===== config.mk =====
export PLATFORM = sky130hd
export DESIGN_NAME = crit_uplink_decoder
export DESIGN_NICKNAME = d
export VERILOG_FILES = /design/src/rtl/cud_pkg.sv /design/src/rtl/cud_watchdog.sv /design/src/rtl/cud_cmd_route.sv /design/src/rtl/cud_shed_seq.sv /design/src/rtl/cud_relay_arb.sv /design/src/rtl/crit_uplink_decoder.sv
export SDC_FILE = /design/constraint.sdc
export NUM_CORES = 1
export LEC_CHECK = 0
export BUFFER_PORTS_ARGS = -buffer_cell sky130_fd_sc_hd__buf_2
export CORE_ASPECT_RATIO = 1.5
export CORE_UTILIZATION = 55
export CTS_CLUSTER_DIAMETER = 30
export DETAILED_ROUTE_END_ITERATION = 7
export GPL_TIMING_DRIVEN = 1
export PLACE_DENSITY = 0.8
export SETUP_SLACK_MARGIN = 0.15
export SLEW_MARGIN = 30
export SYNTH_ARGS = -nofsm -noshare
export SYNTH_HDL_FRONTEND = slang
export SYNTH_SLANG_ARGS = --single-unit

===== constraint.sdc =====
create_clock -name clk -period 2.5 [get_ports clk]
set_input_delay 0.5 -clock clk [delete_from_list [all_inputs] [get_ports clk]]
set_output_delay 0.5 -clock clk [all_outputs]
set_load 0.05 [all_outputs]

===== src/rtl/cud_pkg.sv =====
package cud_pkg;
    localparam int CMD_W    = 16;
    localparam int DEST_W   = 3;
    localparam int PAY_W    = 12;
    localparam int OPC_W    = 4;
    localparam int CRIT_BIT = 15;
    localparam int DEST_LSB = 12;

    localparam logic [DEST_W-1:0] DST_RELAY = 3'd1;
    localparam logic [DEST_W-1:0] DST_LOCAL = 3'd2;

    localparam logic [OPC_W-1:0] OPC_SHED_GO   = 4'h1;
    localparam logic [OPC_W-1:0] OPC_SHED_STOP = 4'h2;

    typedef enum logic [1:0] {CL_PROC, CL_CRIT, CL_LOCAL} cmd_class_e;
    typedef enum logic [1:0] {SRC_CRIT, SRC_SHED, SRC_PROC} rly_src_e;
    typedef enum logic {WD_RUN, WD_HOLD} wd_state_e;
    typedef enum logic [1:0] {SH_IDLE, SH_REQ, SH_GAP} sh_state_e;
    typedef enum logic {AR_IDLE, AR_SEND} ar_state_e;
endpackage


===== src/rtl/cud_watchdog.sv =====
module cud_watchdog import cud_pkg::*; #(
    parameter int WD_CYCLES   = 2000,
    parameter int HOLD_CYCLES = 16
) (
    input  logic clk,
    input  logic rst_n,
    input  logic kick,
    output logic hold,
    output logic expire_evt
);
    localparam int CNT_W  = $clog2(WD_CYCLES + 1);
    localparam int HOLD_W = $clog2(HOLD_CYCLES + 1);
    localparam logic [CNT_W-1:0]  WD_LAST   = CNT_W'(WD_CYCLES - 1);
    localparam logic [HOLD_W-1:0] HOLD_LAST = HOLD_W'(HOLD_CYCLES - 1);

    wd_state_e         state_q, state_d;
    logic [CNT_W-1:0]  cnt_q, cnt_d;
    logic [HOLD_W-1:0] hcnt_q, hcnt_d;
    logic              evt_q, evt_d;

    always_comb begin
        state_d = state_q;
        cnt_d   = cnt_q;
        hcnt_d  = hcnt_q;
        evt_d   = 1'b0;
        unique case (state_q)
            WD_RUN: begin
                if (kick) begin
                    cnt_d = '0;
                end else if (cnt_q == WD_LAST) begin
                    state_d = WD_HOLD;
                    hcnt_d  = '0;
                    evt_d   = 1'b1;
                end else begin
                    cnt_d = cnt_q + 1'b1;
                end
            end
            WD_HOLD: begin
                if (hcnt_q == HOLD_LAST) begin
                    state_d = WD_RUN;
                    cnt_d   = '0;
                end else begin
                    hcnt_d = hcnt_q + 1'b1;
                end
            end
        endcase
    end

    always_ff @(posedge clk or negedge rst_n) begin
        if (!rst_n) begin
            state_q <= WD_RUN;
            cnt_q   <= '0;
            hcnt_q  <= '0;
            evt_q   <= 1'b0;
        end else begin
            state_q <= state_d;
            cnt_q   <= cnt_d;
            hcnt_q  <= hcnt_d;
            evt_q   <= evt_d;
        end
    end

    always_comb begin
        hold       = (state_q == WD_HOLD);
        expire_evt = evt_q;
    end

    // the timeout event marks the first cycle of the internal reset
    assert_evt_starts_hold_R6: assert property (@(posedge clk) disable iff (!rst_n)
        expire_evt |-> (hold && !$past(hold)));
    // the internal reset is entered only through a timeout event
    assert_hold_from_evt_R6: assert property (@(posedge clk) disable iff (!rst_n)
        $rose(hold) |-> expire_evt);
endmodule


===== src/rtl/cud_cmd_route.sv =====
module cud_cmd_route import cud_pkg::*; (
    input  logic             clk,
    input  logic             rst_n,
    input  logic             hold,
    input  logic             up_valid,
    input  logic [CMD_W-1:0] up_word,
    input  logic             pfw_ready,
    input  logic             crit_take,
    output logic             pfw_valid,
    output logic [CMD_W-1:0] pfw_word,
    output logic             crit_valid,
    output logic [PAY_W-1:0] crit_num,
    output logic             loc_go,
    output logic             loc_stop
);
    logic              live;
    logic [DEST_W-1:0] fld_dest;
    logic [OPC_W-1:0]  fld_opc;
    cmd_class_e        cls;

    logic             pfw_v_q, pfw_v_d;
    logic [CMD_W-1:0] pfw_w_q, pfw_w_d;
    logic             crit_v_q, crit_v_d;
    logic [PAY_W-1:0] crit_n_q, crit_n_d;

    always_comb begin
        live     = up_valid && !hold;
        fld_dest = up_word[DEST_LSB +: DEST_W];
        fld_opc  = up_word[PAY_W-1 -: OPC_W];
        if (fld_dest == DST_LOCAL)
            cls = CL_LOCAL;
        else if (up_word[CRIT_BIT] && fld_dest == DST_RELAY)
            cls = CL_CRIT;
        else
            cls = CL_PROC;
    end

    always_comb begin
        pfw_v_d  = pfw_v_q;
        pfw_w_d  = pfw_w_q;
        crit_v_d = crit_v_q;
        crit_n_d = crit_n_q;
        if (pfw_v_q && pfw_ready)
            pfw_v_d = 1'b0;
        if (live && cls == CL_PROC && (!pfw_v_q || pfw_ready)) begin
            pfw_v_d = 1'b1;
            pfw_w_d = up_word;
        end
        if (crit_take)
            crit_v_d = 1'b0;
        if (live && cls == CL_CRIT && (!crit_v_q || crit_take)) begin
            crit_v_d = 1'b1;
            crit_n_d = up_word[PAY_W-1:0];
        end
        if (hold) begin
            pfw_v_d  = 1'b0;
            crit_v_d = 1'b0;
        end
    end

    always_ff @(posedge clk or negedge rst_n) begin
        if (!rst_n) begin
            pfw_v_q  <= 1'b0;
            pfw_w_q  <= '0;
            crit_v_q <= 1'b0;
            crit_n_q <= '0;
        end else begin
            pfw_v_q  <= pfw_v_d;
            pfw_w_q  <= pfw_w_d;
            crit_v_q <= crit_v_d;
            crit_n_q <= crit_n_d;
        end
    end

    always_comb begin
        pfw_valid  = pfw_v_q;
        pfw_word   = pfw_w_q;
        crit_valid = crit_v_q;
        crit_num   = crit_n_q;
        loc_go     = live && cls == CL_LOCAL && fld_opc == OPC_SHED_GO;
        loc_stop   = live && cls == CL_LOCAL && fld_opc == OPC_SHED_STOP;
    end

    // a waiting processor word is neither lost nor altered
    assert_pfw_stable_R1: assert property (@(posedge clk) disable iff (!rst_n)
        (pfw_valid && !pfw_ready) |=> (hold || (pfw_valid && $stable(pfw_word))));
    // a critical relay word does not fill the processor slot
    assert_crit_bypass_R2: assert property (@(posedge clk) disable iff (!rst_n)
        (live && cls == CL_CRIT && !pfw_valid) |=> !pfw_valid);
    // a local word does not fill the processor slot
    assert_local_kept_R10: assert property (@(posedge clk) disable iff (!rst_n)
        (live && cls == CL_LOCAL && !pfw_valid) |=> !pfw_valid);
endmodule


===== src/rtl/cud_shed_seq.sv =====
module cud_shed_seq import cud_pkg::*; #(
    parameter int SHED_N   = 8,
    parameter int SHED_GAP = 4,
    parameter logic [SHED_N*PAY_W-1:0] SHED_TABLE = '0
) (
    input  logic             clk,
    input  logic             rst_n,
    input  logic             hold,
    input  logic             lowv,
    input  logic             loc_go,
    input  logic             loc_stop,
    input  logic             grant,
    output logic             req,
    output logic [PAY_W-1:0] req_num,
    output logic             shed_evt
);
    localparam int IDX_W = (SHED_N > 1) ? $clog2(SHED_N) : 1;
    localparam int GAP_W = $clog2(SHED_GAP + 1);
    localparam logic [IDX_W-1:0] IDX_LAST = IDX_W'(SHED_N - 1);
    localparam logic [GAP_W-1:0] GAP_LAST = GAP_W'(SHED_GAP - 1);

    sh_state_e        state_q, state_d;
    logic [IDX_W-1:0] idx_q, idx_d;
    logic [GAP_W-1:0] gap_q, gap_d;
    logic             evt_q, evt_d;
    logic             lowv_q;
    logic             rise;

    always_comb begin
        rise    = lowv && !lowv_q;
        state_d = state_q;
        idx_d   = idx_q;
        gap_d   = gap_q;
        evt_d   = 1'b0;
        unique case (state_q)
            SH_IDLE: begin
                if (rise || loc_go) begin
                    state_d = SH_REQ;
                    idx_d   = '0;
                    evt_d   = 1'b1;
                end
            end
            SH_REQ: begin
                if (loc_stop) begin
                    state_d = SH_IDLE;
                end else if (grant) begin
                    if (idx_q == IDX_LAST) begin
                        state_d = SH_IDLE;
                    end else begin
                        state_d = SH_GAP;
                        gap_d   = '0;
                    end
                end
            end
            SH_GAP: begin
                if (loc_stop) begin
                    state_d = SH_IDLE;
                end else if (gap_q == GAP_LAST) begin
                    state_d = SH_REQ;
                    idx_d   = idx_q + 1'b1;
                end else begin
                    gap_d = gap_q + 1'b1;
                end
            end
            default: state_d = SH_IDLE;
        endcase
        if (hold) begin
            state_d = SH_IDLE;
            evt_d   = 1'b0;
        end
    end

    always_ff @(posedge clk or negedge rst_n) begin
        if (!rst_n) begin
            state_q <= SH_IDLE;
            idx_q   <= '0;
            gap_q   <= '0;
            evt_q   <= 1'b0;
            lowv_q  <= 1'b0;
        end else begin
            state_q <= state_d;
            idx_q   <= idx_d;
            gap_q   <= gap_d;
            evt_q   <= evt_d;
            lowv_q  <= lowv;
        end
    end

    always_comb begin
        req      = (state_q == SH_REQ);
        req_num  = SHED_TABLE[idx_q*PAY_W +: PAY_W];
        shed_evt = evt_q;
    end

    // the start event only comes out of an idle sequencer
    assert_evt_from_idle_R8: assert property (@(posedge clk) disable iff (!rst_n)
        shed_evt |-> (req && !$past(req)));
    // an ungranted entry keeps its relay number
    assert_req_stable_R9: assert property (@(posedge clk) disable iff (!rst_n)
        (req && !grant && !hold && !loc_stop) |=> (req && $stable(req_num)));
endmodule


===== src/rtl/cud_relay_arb.sv =====
module cud_relay_arb import cud_pkg::*; (
    input  logic             clk,
    input  logic             rst_n,
    input  logic             hold,
    input  logic             crit_valid,
    input  logic [PAY_W-1:0] crit_num,
    input  logic             shed_req,
    input  logic [PAY_W-1:0] shed_num,
    input  logic             prq_valid,
    input  logic [PAY_W-1:0] prq_num,
    input  logic             rly_ready,
    output logic             crit_take,
    output logic             shed_grant,
    output logic             prq_ready,
    output logic             rly_valid,
    output logic [PAY_W-1:0] rly_num,
    output logic             prq_sent
);
    ar_state_e        state_q, state_d;
    rly_src_e         src_q, src_d;
    logic [PAY_W-1:0] num_q, num_d;
    logic             sent_q, sent_d;
    logic             idle_ok;

    always_comb begin
        idle_ok    = (state_q == AR_IDLE) && !hold;
        crit_take  = idle_ok && crit_valid;
        shed_grant = idle_ok && !crit_valid && shed_req;
        prq_ready  = idle_ok && !crit_valid && !shed_req && prq_valid;
    end

    always_comb begin
        state_d = state_q;
        src_d   = src_q;
        num_d   = num_q;
        sent_d  = 1'b0;
        unique case (state_q)
            AR_IDLE: begin
                if (crit_take) begin
                    state_d = AR_SEND;
                    src_d   = SRC_CRIT;
                    num_d   = crit_num;
                end else if (shed_grant) begin
                    state_d = AR_SEND;
                    src_d   = SRC_SHED;
                    num_d   = shed_num;
                end else if (prq_ready) begin
                    state_d = AR_SEND;
                    src_d   = SRC_PROC;
                    num_d   = prq_num;
                end
            end
            AR_SEND: begin
                if (rly_ready) begin
                    state_d = AR_IDLE;
                    sent_d  = (src_q == SRC_PROC);
                end
            end
        endcase
        if (hold) begin
            state_d = AR_IDLE;
            sent_d  = 1'b0;
        end
    end

    always_ff @(posedge clk or negedge rst_n) begin
        if (!rst_n) begin
            state_q <= AR_IDLE;
            src_q   <= SRC_CRIT;
            num_q   <= '0;
            sent_q  <= 1'b0;
        end else begin
            state_q <= state_d;
            src_q   <= src_d;
            num_q   <= num_d;
            sent_q  <= sent_d;
        end
    end

    always_comb begin
        rly_valid = (state_q == AR_SEND);
        rly_num   = num_q;
        prq_sent  = sent_q;
    end

    // a command waiting on the relay unit is held unchanged
    assert_rly_stable_R4: assert property (@(posedge clk) disable iff (!rst_n)
        (rly_valid && !rly_ready) |=> (hold || (rly_valid && $stable(rly_num))));
    // the sent acknowledge follows a completed relay handshake
    assert_sent_after_hs_R3: assert property (@(posedge clk) disable iff (!rst_n)
        prq_sent |-> $past(rly_valid && rly_ready));
    // at most one source is granted per cycle
    assert_one_grant_R5: assert property (@(posedge clk) disable iff (!rst_n)
        $onehot0({crit_take, shed_grant, prq_ready}));
    // no new grant while a command is outstanding
    assert_no_grant_busy_R4: assert property (@(posedge clk) disable iff (!rst_n)
        rly_valid |-> !(crit_take || shed_grant || prq_ready));
endmodule


===== src/rtl/crit_uplink_decoder.sv =====
module crit_uplink_decoder import cud_pkg::*; #(
    parameter int WD_CYCLES   = 2000,
    parameter int HOLD_CYCLES = 16,
    parameter int SHED_N      = 8,
    parameter int SHED_GAP    = 4,
    parameter logic [SHED_N*PAY_W-1:0] SHED_TABLE = {
        12'h0C8, 12'h0B7, 12'h0A6, 12'h095,
        12'h084, 12'h073, 12'h062, 12'h051}
) (
    input  logic              clk,
    input  logic              rst_n,
    input  logic              up_valid,
    input  logic [CMD_W-1:0]  up_word,
    input  logic              lowv_flag,
    output logic              pfw_valid,
    output logic [CMD_W-1:0]  pfw_word,
    input  logic              pfw_ready,
    input  logic              prq_valid,
    input  logic [PAY_W-1:0]  prq_num,
    output logic              prq_ready,
    output logic              prq_sent,
    output logic              rly_valid,
    output logic [PAY_W-1:0]  rly_num,
    input  logic              rly_ready,
    output logic              rx_rst,
    output logic              wd_event,
    output logic              shed_event
);
    logic             hold;
    logic             crit_valid, crit_take;
    logic [PAY_W-1:0] crit_num;
    logic             loc_go, loc_stop;
    logic             shed_req, shed_grant;
    logic [PAY_W-1:0] shed_num;

    cud_watchdog #(.WD_CYCLES(WD_CYCLES), .HOLD_CYCLES(HOLD_CYCLES)) u_wd (
        .clk(clk), .rst_n(rst_n), .kick(up_valid),
        .hold(hold), .expire_evt(wd_event)
    );

    cud_cmd_route u_route (
        .clk(clk), .rst_n(rst_n), .hold(hold),
        .up_valid(up_valid), .up_word(up_word),
        .pfw_ready(pfw_ready), .crit_take(crit_take),
        .pfw_valid(pfw_valid), .pfw_word(pfw_word),
        .crit_valid(crit_valid), .crit_num(crit_num),
        .loc_go(loc_go), .loc_stop(loc_stop)
    );

    cud_shed_seq #(.SHED_N(SHED_N), .SHED_GAP(SHED_GAP), .SHED_TABLE(SHED_TABLE)) u_shed (
        .clk(clk), .rst_n(rst_n), .hold(hold), .lowv(lowv_flag),
        .loc_go(loc_go), .loc_stop(loc_stop), .grant(shed_grant),
        .req(shed_req), .req_num(shed_num), .shed_evt(shed_event)
    );

    cud_relay_arb u_arb (
        .clk(clk), .rst_n(rst_n), .hold(hold),
        .crit_valid(crit_valid), .crit_num(crit_num),
        .shed_req(shed_req), .shed_num(shed_num),
        .prq_valid(prq_valid), .prq_num(prq_num),
        .rly_ready(rly_ready),
        .crit_take(crit_take), .shed_grant(shed_grant), .prq_ready(prq_ready),
        .rly_valid(rly_valid), .rly_num(rly_num), .prq_sent(prq_sent)
    );

    assign rx_rst = hold;

    // nothing reaches the processor or relay unit during the internal reset
    assert_quiet_in_hold_R7: assert property (@(posedge clk) disable iff (!rst_n)
        (rx_rst && $past(rx_rst)) |-> (!rly_valid && !pfw_valid && !prq_ready));
endmodule


# Yosys cells after proc, flatten, opt, wreduce, memory -nomap -nowiden
# Cells that the tools add are included.
[word_totals] register_bits=74 inputBits=35 output_inout_bits=35 elab_cells=148
[classes] n_bitwise=2 reduce_logical=38 n_mux=57 multipliers=1 n_shift=1 addsub=4 eq_ne=28
[op_table] cell="indexed part select 96 x 8 -> 12 bit (first input constant)" n=1
[op_table] cell="two-way mux 12 bit" n=3
[op_table] cell="two-way mux 11 bit" n=3
[op_table] cell="two-way mux 3 bit" n=8
[op_table] cell="two-way mux 1 bit" n=22
[op_table] cell="two-way mux 2 bit" n=11
[op_table] cell="one-hot mux 11 bit (2 select lines)" n=1
[op_table] cell="logical AND 1 bit" n=17
[op_table] cell="inequality test 2 bit (second input constant)" n=8
[op_table] cell="two-way mux 5 bit" n=3
[op_table] cell="one-hot mux 3 bit (2 select lines)" n=2
[op_table] cell="adder 11 x 1 -> 11 bit (second input constant)" n=1
[op_table] cell="equality test 11 bit (second input constant)" n=1
[op_table] cell="one-hot mux 5 bit (2 select lines)" n=1
[op_table] cell="nonzero test 3 bit" n=3
[op_table] cell="adder 3 x 1 -> 3 bit (second input constant)" n=2
[op_table] cell="equality test 2 bit (second input constant)" n=3
[op_table] cell="equality test 3 x 2 -> 1 bit (second input constant)" n=2
[op_table] cell="inequality test 2 x 1 -> 1 bit (second input constant)" n=3
[op_table] cell="one-hot mux 2 bit (3 select lines)" n=1
[op_table] cell="AND reduction 3 bit" n=2
[op_table] cell="AND reduction 6 bit" n=1
[op_table] cell="adder 5 x 1 -> 5 bit (second input constant)" n=1
[op_table] cell="equality test 5 x 4 -> 1 bit (second input constant)" n=1
[op_table] cell="18 further kinds" n=30

# Longest topological paths before layout
# Gate-level depths: netlist of run 1.
[depth] word_depth=11 depth_mapped=7 depth_no_buf=7

# Hierarchy
# From an unflattened synthesis of run 1, not the netlist that was laid out.
[unflattened] cells_unflattened=335 area_unflattened_um2=3748.6
[modules_own_cells] module="cud_cmd_route" seq_area_each_um2=750.7 area_each_um2=1255.0 instances=1 cells_each=79
[modules_own_cells] module="cud_watchdog" seq_area_each_um2=450.4 area_each_um2=934.6 instances=1 cells_each=90
[modules_own_cells] module="cud_relay_arb" seq_area_each_um2=400.4 area_each_um2=928.4 instances=1 cells_each=103
[modules_own_cells] module="cud_shed_seq" seq_area_each_um2=250.2 area_each_um2=630.6 instances=1 cells_each=63

# Worst setup path after synthesis of run 1
# OpenSTA, ideal clock, no wires.
[synth_timing] path_kind="register to output" start="register u_arb.state_q (netlist: u_arb.rly_valid)" end="output port prq_ready" setup_slack_ns=0.257 t_arrival_ns=1.743 path_buffers=1 stages_incl_launch_ff=5 required_ns=2.000 path_cell_list="dfrtp_1 > buf_2 > nor3_2 > nand3_1 > inv_1"
[synth_via] elab_chain_len=5
[synth_lines] item="from (decl)" line_no="cud_relay_arb.sv:19" text="ar_state_e state_q, state_d;"
[synth_lines] item="from (signal assigned)" line_no="cud_relay_arb.sv:73" text="state_q <= state_d;"
[synth_lines] item="NOT 1 bit (no source line)"
[synth_lines] item="logical AND 1 bit" line_no="cud_relay_arb.sv:26" text="idle_ok = (state_q == AR_IDLE) && !hold;"
[synth_lines] item="logical AND 1 bit (3 in a row)" line_no="cud_relay_arb.sv:29" text="prq_ready = idle_ok && !crit_valid && !shed_req && prq_valid;"
[synth_lines] item="to (decl)" line_no="crit_uplink_decoder.sv:20" text="output logic prq_ready,"
# Every way passes these cells.

# Final worst setup path of run 1
# Same ends and word-level chain as after synthesis.

==> summary.txt, run 1 <==
Run status
  – Status: completed

STA
  – Fmax: around 440 MHz
  – Post-layout min period: around 2.3 ns
  – Measured slew at the worst slew-check pin: between 0.6 and 0.7 ns
  – Setup_tns: 0 ns
  – Final Cycle Share: between 90% and 100%
  – RSZ-0062 raised after global routing: true
  – Setup-failing EPs final: 0
  – Hold WS: ~0.14 ns
  – Max Slew Vio Count: 0
  – Final Hold Viols: 0
  – Worst Skew: between 0.01 and 0.015 ns
  – Slew HR: 56.1%

Critical path
  – Slowest cell on the critical path: dfrtp_1
  – Crit Path Max Fanout: 10
  – Slowest stage delay, CP: 0.52 ns
  – Crit path DAT: around 1.8 ns
  – Critical path capture point type: output pin
  – CP startpoint kind: flip-flop
  – WP data required: ~2 ns
  – Crit Path Class: reg -> out
  – Crit-path leading delay family: flip-flops
  – R2R setup slack: 0.42 ns
  – Worst path cell trace: nor3_4 > nand3_1 > inv_1 > buf_2
  – Worst Path Buf+Inv: 2

Placed design
  – Final GP Congestion: between 0.8 and 0.9
  – Hpwl dp: roughly 5600 µm
  – Port bufs: 69

Synthesis
  – Synth Cell Area: 3570 µm²
  – Post-synthesis compound-gate area fraction: approximately 13%
  – Syn nets: around 360
  – Register area share after synthesis: 51.9%
  – Warnings from Yosys: 0
  – Largest family of logic cells by synthesized area: simple AND/OR/NAND/NOR gates
  – Synth Flop Type: dfrtp_1
  – Yosys top cell by area: dfrtp_1
  – Synth Instances: 310
  – Post-synth EDFFs: 0
  – Area share of the largest cell type after synthesis: between 50 and 60%
  – Async set-reset flop share out of synthesis: 100%
  – Post-synthesis adder-cell area fraction: about 3.9%
  – Top cells by area, synth: dfrtp_1 (52%), mux2_2 (6.0%), mux2_1 (4.1%)
  – Mux cell area share after synthesis: between 10% and 20%
  – Synth top cells by count: dfrtp_1 (74), nand2_1 (20), mux2_2 (19)
  – Yosys reg bits: between 70 and 80
  – Synth Area in XOR/XNOR: less than 1%
  – Post-synthesis cell type count: between 50 and 60
  – Syn_area_per_cell: 11.5 µm²
  – Synth Area in Simple Gates: around 15%
  – Most frequent cell after synthesis: dfrtp_1

Detailed routing
  – Vias/cell: roughly 6
  – Residual DRC: 0
  – Vias: 2754
  – WL per Instance: 16.8 µm
  – Final WL: roughly 8000 µm
  – Drt first pass iters: 4
  – Remaining antenna violation count: 0
  – 1st-iter DRT viols: 215

Global route
  – Largest net degree at the start of global routing: 75
  – Vias in the first global route: 2786
  – GR Util All Layers: ~25%
  – First-pass GRT wire length: approximately 13000 µm
  – Grt ovf: 0
  – Antenna violations before repair: 0

Floorplanning
  – Starting Density: a little under three fifths
  – Die H: just over 100 µm
  – Die area: a little under 7000 µm²
  – X dimension of the die: 67.8 µm
  – Cell Rows: 35
  – # IOs: 70
  – Core Area: 6220 µm²

Cells and area
  – Area Overhead vs Synth: 17.9%
  – Antenna diode instance count: 0
  – Layout cell share with drive strength beyond 1: about a third
  – Nets: 429
  – Fill count: around 480

Pwr
  – PD cells: ~990 nW/µm²
  – LEAKAGE: 2.00 nW
  – Worst ir drop on vdd: between 0.6 and 0.7 mV

Clock network
  – Clock Sink Count: 74
  – Max Root-Sink Buffers: 2
  – H-tree depth: 3
  – Clock Latency Late Sink: 0.35 ns
  – Clock transition at path regs: 0.08 ns
  – CTS tree: built
  – Number of setup buffers added after CTS: 0
  – Root Driver: clkbuf_8
  – Total CTS buffers: 9

Min path
  – HP Class: in -> async

Flow run
  – Max-cap violations: 0
## metrics by stage
stage,util [%],setup WS (ns),power (mW),instance area [µm²],std cells
after floorplan,-,0.257,2.78,3570,310
after global placement,64.1,0.440,3.16,3990,446
after detailed placement,64.1,0.378,3.21,3990,446
after CTS,67.6,0.196,4.20,4200,462
after global routing,67.6,0.130,4.40,4210,462
final,67.6,0.227,4.18,4210,462
## metal layers
layer  wire length [µm]  vias to the layer above  GRT usage [%]
met5                  0                        -              0
met4                193                        0           12.3
met3                274                       21           5.32
met2               4170                       82           43.9
met1               3140                     1368           28.3
li1                   -                     1283              -
## power by group
group	internal, mW	total [mW]	leakage, nW	switching (mW)
logic	0.472	1.51	0.987	1.04
registers	1.46	1.69	0.904	0.222
clock network	0.502	0.977	0.109	0.475
total	2.44	4.18	2.00	1.74
## placed cells by master (no fill, tap or decap), types with 3 or more instances in the layout
| master | count |
|---|---|
| a21o_1 | 3 |
| a21oi_1 | 15 |
| a22oi_1 | 4 |
| a31oi_1 | 6 |
| and3_1 | 4 |
| buf_2 | 69 |
| buf_4 | 4 |
| clkbuf_8 | 10 |
| dfrtp_1 | 73 |
| ha_1 | 11 |
| inv_1 | 12 |
| mux2_1 | 13 |
| mux2_2 | 19 |
| mux2i_1 | 8 |
| nand2_1 | 20 |
| nand2b_1 | 5 |
| nand3_1 | 4 |
| nand3b_1 | 3 |
| nand4_1 | 5 |
| nor2_1 | 14 |
| nor2b_1 | 4 |
| nor3_1 | 3 |
| o21ai_0 | 14 |
| o21ai_1 | 4 |
| o31ai_1 | 4 |
| o32ai_1 | 3 |
| or3_1 | 6 |
## worst paths after layout
check | depth (start not counted) | endpoint | startpoint
max reg2reg | 7 | u_wd.cnt_q[10]$_DFFE_PN0P_ | u_wd.hcnt_q[0]$_DFFE_PN0P_
max | 4 | prq_ready | u_arb.rly_valid$_DFF_PN0_
min in group clk | 1 | u_shed.lowv_q$_DFF_PN0_ | lowv_flag
min reg2reg | 1 | u_arb.prq_sent$_DFF_PN0_ | u_arb.src_q[0]$_DFFE_PN0P_
max in group asynchronous | 2 | u_wd.hold$_DFF_PN0_ | rst_n
min | 2 | u_route.crit_num[2]$_DFFE_PN0P_ | rst_n
## cell type report
type	instances	area, µm²	share of cell area (%)
clock inverters	6	72.6	1.73
inverters	13	50.0	1.19
flip-flops and latches	74	1850	44.1
repair buffers	74	395	9.40
multi-input cells	211	1610	38.2
well taps	74	92.6	2.20
clock buffers	10	138	3.27
## worst register-to-register path, delay by kind of cell (launching register included)
family                   cells  cell delay (ns)
AO/OA/AOI/OAI                1             0.15
adder cells (fa/ha/maj)      2             0.42
flip-flops                   1             0.40
AND/OR/NAND/NOR              4             1.04
## flip-flops by register name (all words and copies together) (netlist names)
register            flops
u_route.pfw_word       16
u_arb.rly_num          12
u_route.crit_num       12
u_wd.cnt_q             11
u_wd.hcnt_q             5
u_shed.gap_q            3
u_shed.idx_q            3
u_arb.src_q             2
u_shed.state_q          2
u_arb.prq_sent          1
u_arb.rly_valid         1
u_route.crit_valid      1
u_route.pfw_valid       1
u_shed.lowv_q           1
u_shed.shed_evt         1
u_wd.expire_evt         1
u_wd.hold               1
## logic make-up (layout without fill, tap and decap cells)
kind of cell               count (synthesis)  after routing
buffers and inverters                     25            103
DFF                                       74             74
and+or+nand+nor                           86             86
AOI/OAI and AO/OA                         72             72
adders and majority gates                 11             11
muxes                                     40             40
xor gates and xnor gates                   2              2
## timing repair
| item | in CTS | in global routing |
|---|---|---|
| hold buffers | 0 | 0 |
| setup endpoints to repair | 1 | 3 |
| resized for setup | 1 | 2 |
| gates cloned | 0 | 0 |
No activity file was read; power rests on OpenSTA's default activity.
==> inputs of run 2 (changes only) <==
- MAX_ROUTING_LAYER: not set -> met4
- clock period: 2.5 -> 2.6 ns (I/O delays scaled with it)
==> run 2 against run 1 <==
Compared with the run above:
- clock skew up 0.0015 ns
- design area up 0.12%
- highest routed layer unchanged
- register-to-register slack better by 0.07 ns
- cell count up 0.22%
- flip-flop and latch count unchanged
- routed wire length down 0.12%
- critical path depth unchanged
- worst setup slack better by 0.031 ns
- non-clock buffer count up 1
- hold slack better by 0.035 ns
==> summary.txt, run 2 (synthesized netlist as in run 1, its figures left out) <==
Global route
  – Antenna violations before repair: 0 (unchanged)
  – First-pass GRT wire length: 12700 µm (about the same)
  – GR Util All Layers: 26.2% (+0.93 points)
  – Grt met1 use: 31.0% (+2.7 points)
  – M2 GR Usage: 41.8% (-2.1 points)
  – Vias in the first global route: 2659 (-4.6%)
  – Met3 Track Usage GR: 3.51% (-1.8 points)
  – Grt peak-use layer: met2
  – Grt ovf: 0 (unchanged)
  – Largest net degree at the start of global routing: 75 (unchanged)

STA
  – Fmax: 427 MHz
  – Post-layout min period: ~2.3 ns
  – Slew HR: 55.4% (-0.67 points)
  – Worst Skew: 0.0131 ns (+0.00147 ns)
  – Max Slew Vio Count: 0 (unchanged)
  – Final Cycle Share: about 90%
  – Final Hold Viols: 0 (unchanged)
  – Setup-failing EPs final: 0 (unchanged)
  – RSZ-0062 raised after global routing: false
  – Setup_tns: 0 ns (unchanged)
  – Measured slew at the worst slew-check pin: 0.664 ns (+0.0106 ns)

Detailed routing
  – Remaining antenna violation count: 0 (unchanged)
  – Vias/cell: 5.89 (-1.1%)
  – 1st-iter DRT viols: 193 (-10%)
  – Final WL: 7770 µm (-0.12%)
  – Drt first pass iters: 4 (unchanged)
  – Vias: 2729 (-0.91%)
  – Residual DRC: 0 (unchanged)
  – WL per Instance: 16.8 µm (-0.33%)

Critical path
  – Critical R2R Launch: u_wd.hcnt_q[0]$_DFFE_PN0P_
  – R2R depth: 7 (unchanged)
  – Critical path capture point type: output pin
  – Crit Path Class: reg -> out
  – Reg2reg end: u_wd.cnt_q[8]$_DFFE_PN0P_
  – Crit path DAT: 1.82 ns (+0.05 ns)
  – WP data required: 2.08 ns (+0.08 ns)
  – R2R setup slack: 0.49 ns (+0.07 ns)
  – Crit Path Max Fanout: 10 (unchanged)
  – CP startpoint kind: flip-flop

Floorplanning
  – Die H: 101 µm (unchanged)
  – Core Area: 6220 µm² (unchanged)
  – Cell Rows: 35 (unchanged)
  – X dimension of the die: 67.8 µm (unchanged)
  – Die area: 6820 µm² (unchanged)
  – # IOs: 70 (unchanged)
  – Starting Density: 57.4% (unchanged)

Cells and area
  – Area Overhead vs Synth: 18.1%
  – Nets: 430 (+0.23%)
  – Area of the multi-input gates: 1610 µm² (+0.16%)
  – Most frequent cells in the layout: dfrtp_1 (74), buf_2 (69), nand2_1 (20)
  – FF+latch area: 1850 µm² (about the same)
  – Antenna diode instance count: 0 (unchanged)
  – Fill count: 485 (+1.5%)
  – Finished Core Util: 67.7% (+0.080 points)
  – Layout cell share with drive strength beyond 1: 31.4% (-0.081 points)
  – Max reg flops: 16 (unchanged)
  – Commonest non-fill, non-tap cell in the layout: dfrtp_1

Pwr
  – Proportion of power drawn by flip-flops and latches: 39.7% (-0.7 points)
  – Worst ir drop on vdd: 0.447 mV (-32%)
  – PD cells: 953 nW/µm² (-4.0%)
  – Logic gate share of total power: 37.0% (+0.8 points)
  – Sw frac: 42.0% (+0.43 points)
  – P_int: 2.33 mW (-4.6%)
  – Pwr Total: 4.01 mW (-3.9%)
  – Sw Pwr: 1.69 mW (-2.9%)
  – Clock network power share: 23.3% (about the same)
  – LEAKAGE: 2.00 nW (about the same)

Clock network
  – Number of setup buffers added after CTS: 0 (unchanged)
  – Max Root-Sink Buffers: 2 (unchanged)
  – Total CTS buffers: 9 (unchanged)
  – Hold Buf Count CTS: 0 (unchanged)
  – Clock Latency Late Sink: 0.37 ns (+0.02 ns)
  – H-tree depth: 3 (unchanged)
  – Clock transition at path regs: 0.08 ns (about the same)
  – Clock Sink Count: 74 (unchanged)
  – Root Driver: clkbuf_8
  – CTS tree: built

Min path
  – HP Class: in -> async

Placed design
  – Port bufs: 69 (unchanged)
  – Hpwl dp: 5520 µm (-1.5%)
  – Final GP Congestion: 0.853 (-2.2%)

Run status
  – Status: completed

Flow run
  – Max-cap violations: 0 (unchanged)
[run 2: timing repair]
item	CTS	global route
endpoints found under the setup margin	1	1
endpoints found under the hold margin	0	0
gates resized for setup	1	1
[run 2: final cells by class]
type | count | area share (%)
Clock buffer | 9 | 2.94
Clock inverter | 7 | 1.96
Inverter | 13 | 1.19
Multi-Input combinational cell | 211 | 38.2
Sequential cell | 74 | 44.0
Tap cell | 74 | 2.20
Timing Repair Buffer | 75 | 9.57
[run 2: routing by layer]
layer / up-vias / share of wire (%)
met5: - / 0
met4: 0 / 3.0
met3: 22 / 4.7
met2: 96 / 52
met1: 1324 / 40
li1: 1287 / -
[run 2: power groups by stage]
stage | Clock, mW | Combinational (mW) | Sequential, mW
4_1_cts | 0.946 | 1.49 | 1.60
3_5_place_dp | 0 | 1.48 | 1.61
2_1_floorplan | 0 | 0.589 | 2.08
6_report | 0.933 | 1.48 | 1.59
3_3_place_gp | 0 | 1.45 | 1.60
5_1_grt | 0.989 | 1.61 | 1.63
[run 2: worst max path at each step]
| stage | from | to | slack [ns] |
|---|---|---|---|
| after global placement | up_valid | u_wd.hcnt_q[0]$_DFFE_PN0P_ | 0.52 |
| after global routing | u_wd.hold$_DFF_PN0_ | prq_ready | 0.16 |
| after detailed placement | up_valid | u_wd.hcnt_q[0]$_DFFE_PN0P_ | 0.47 |
| after floorplan | u_arb.rly_valid$_DFF_PN0_ | prq_ready | 0.34 |
| after CTS | u_wd.hold$_DFF_PN0_ | prq_ready | 0.17 |
| final | u_wd.hold$_DFF_PN0_ | prq_ready | 0.26 |
[run 2: through the flow]
| step | setup slack (ns) | instance area (µm²) | hold WS (ns) | cells |
|---|---|---|---|---|
| 4_1_cts | 0.168 | 4210 | 0.195 | 463 |
| 5_1_grt | 0.161 | 4210 | 0.215 | 463 |
| 2_1_floorplan | 0.337 | 3570 | 0.224 | 310 |
| 3_3_place_gp | 0.516 | 3990 | 0.441 | 447 |
| 3_5_place_dp | 0.473 | 3990 | 0.425 | 447 |
| 6_report | 0.258 | 4210 | 0.177 | 463 |
[run 2: worst max-delay path, cell delays in order (launching register included)]
cell and delay [ns]:
dfrtp_1 0.53, nor3_4 0.33, nand3_2 0.22, inv_1 0.12, buf_2 0.27
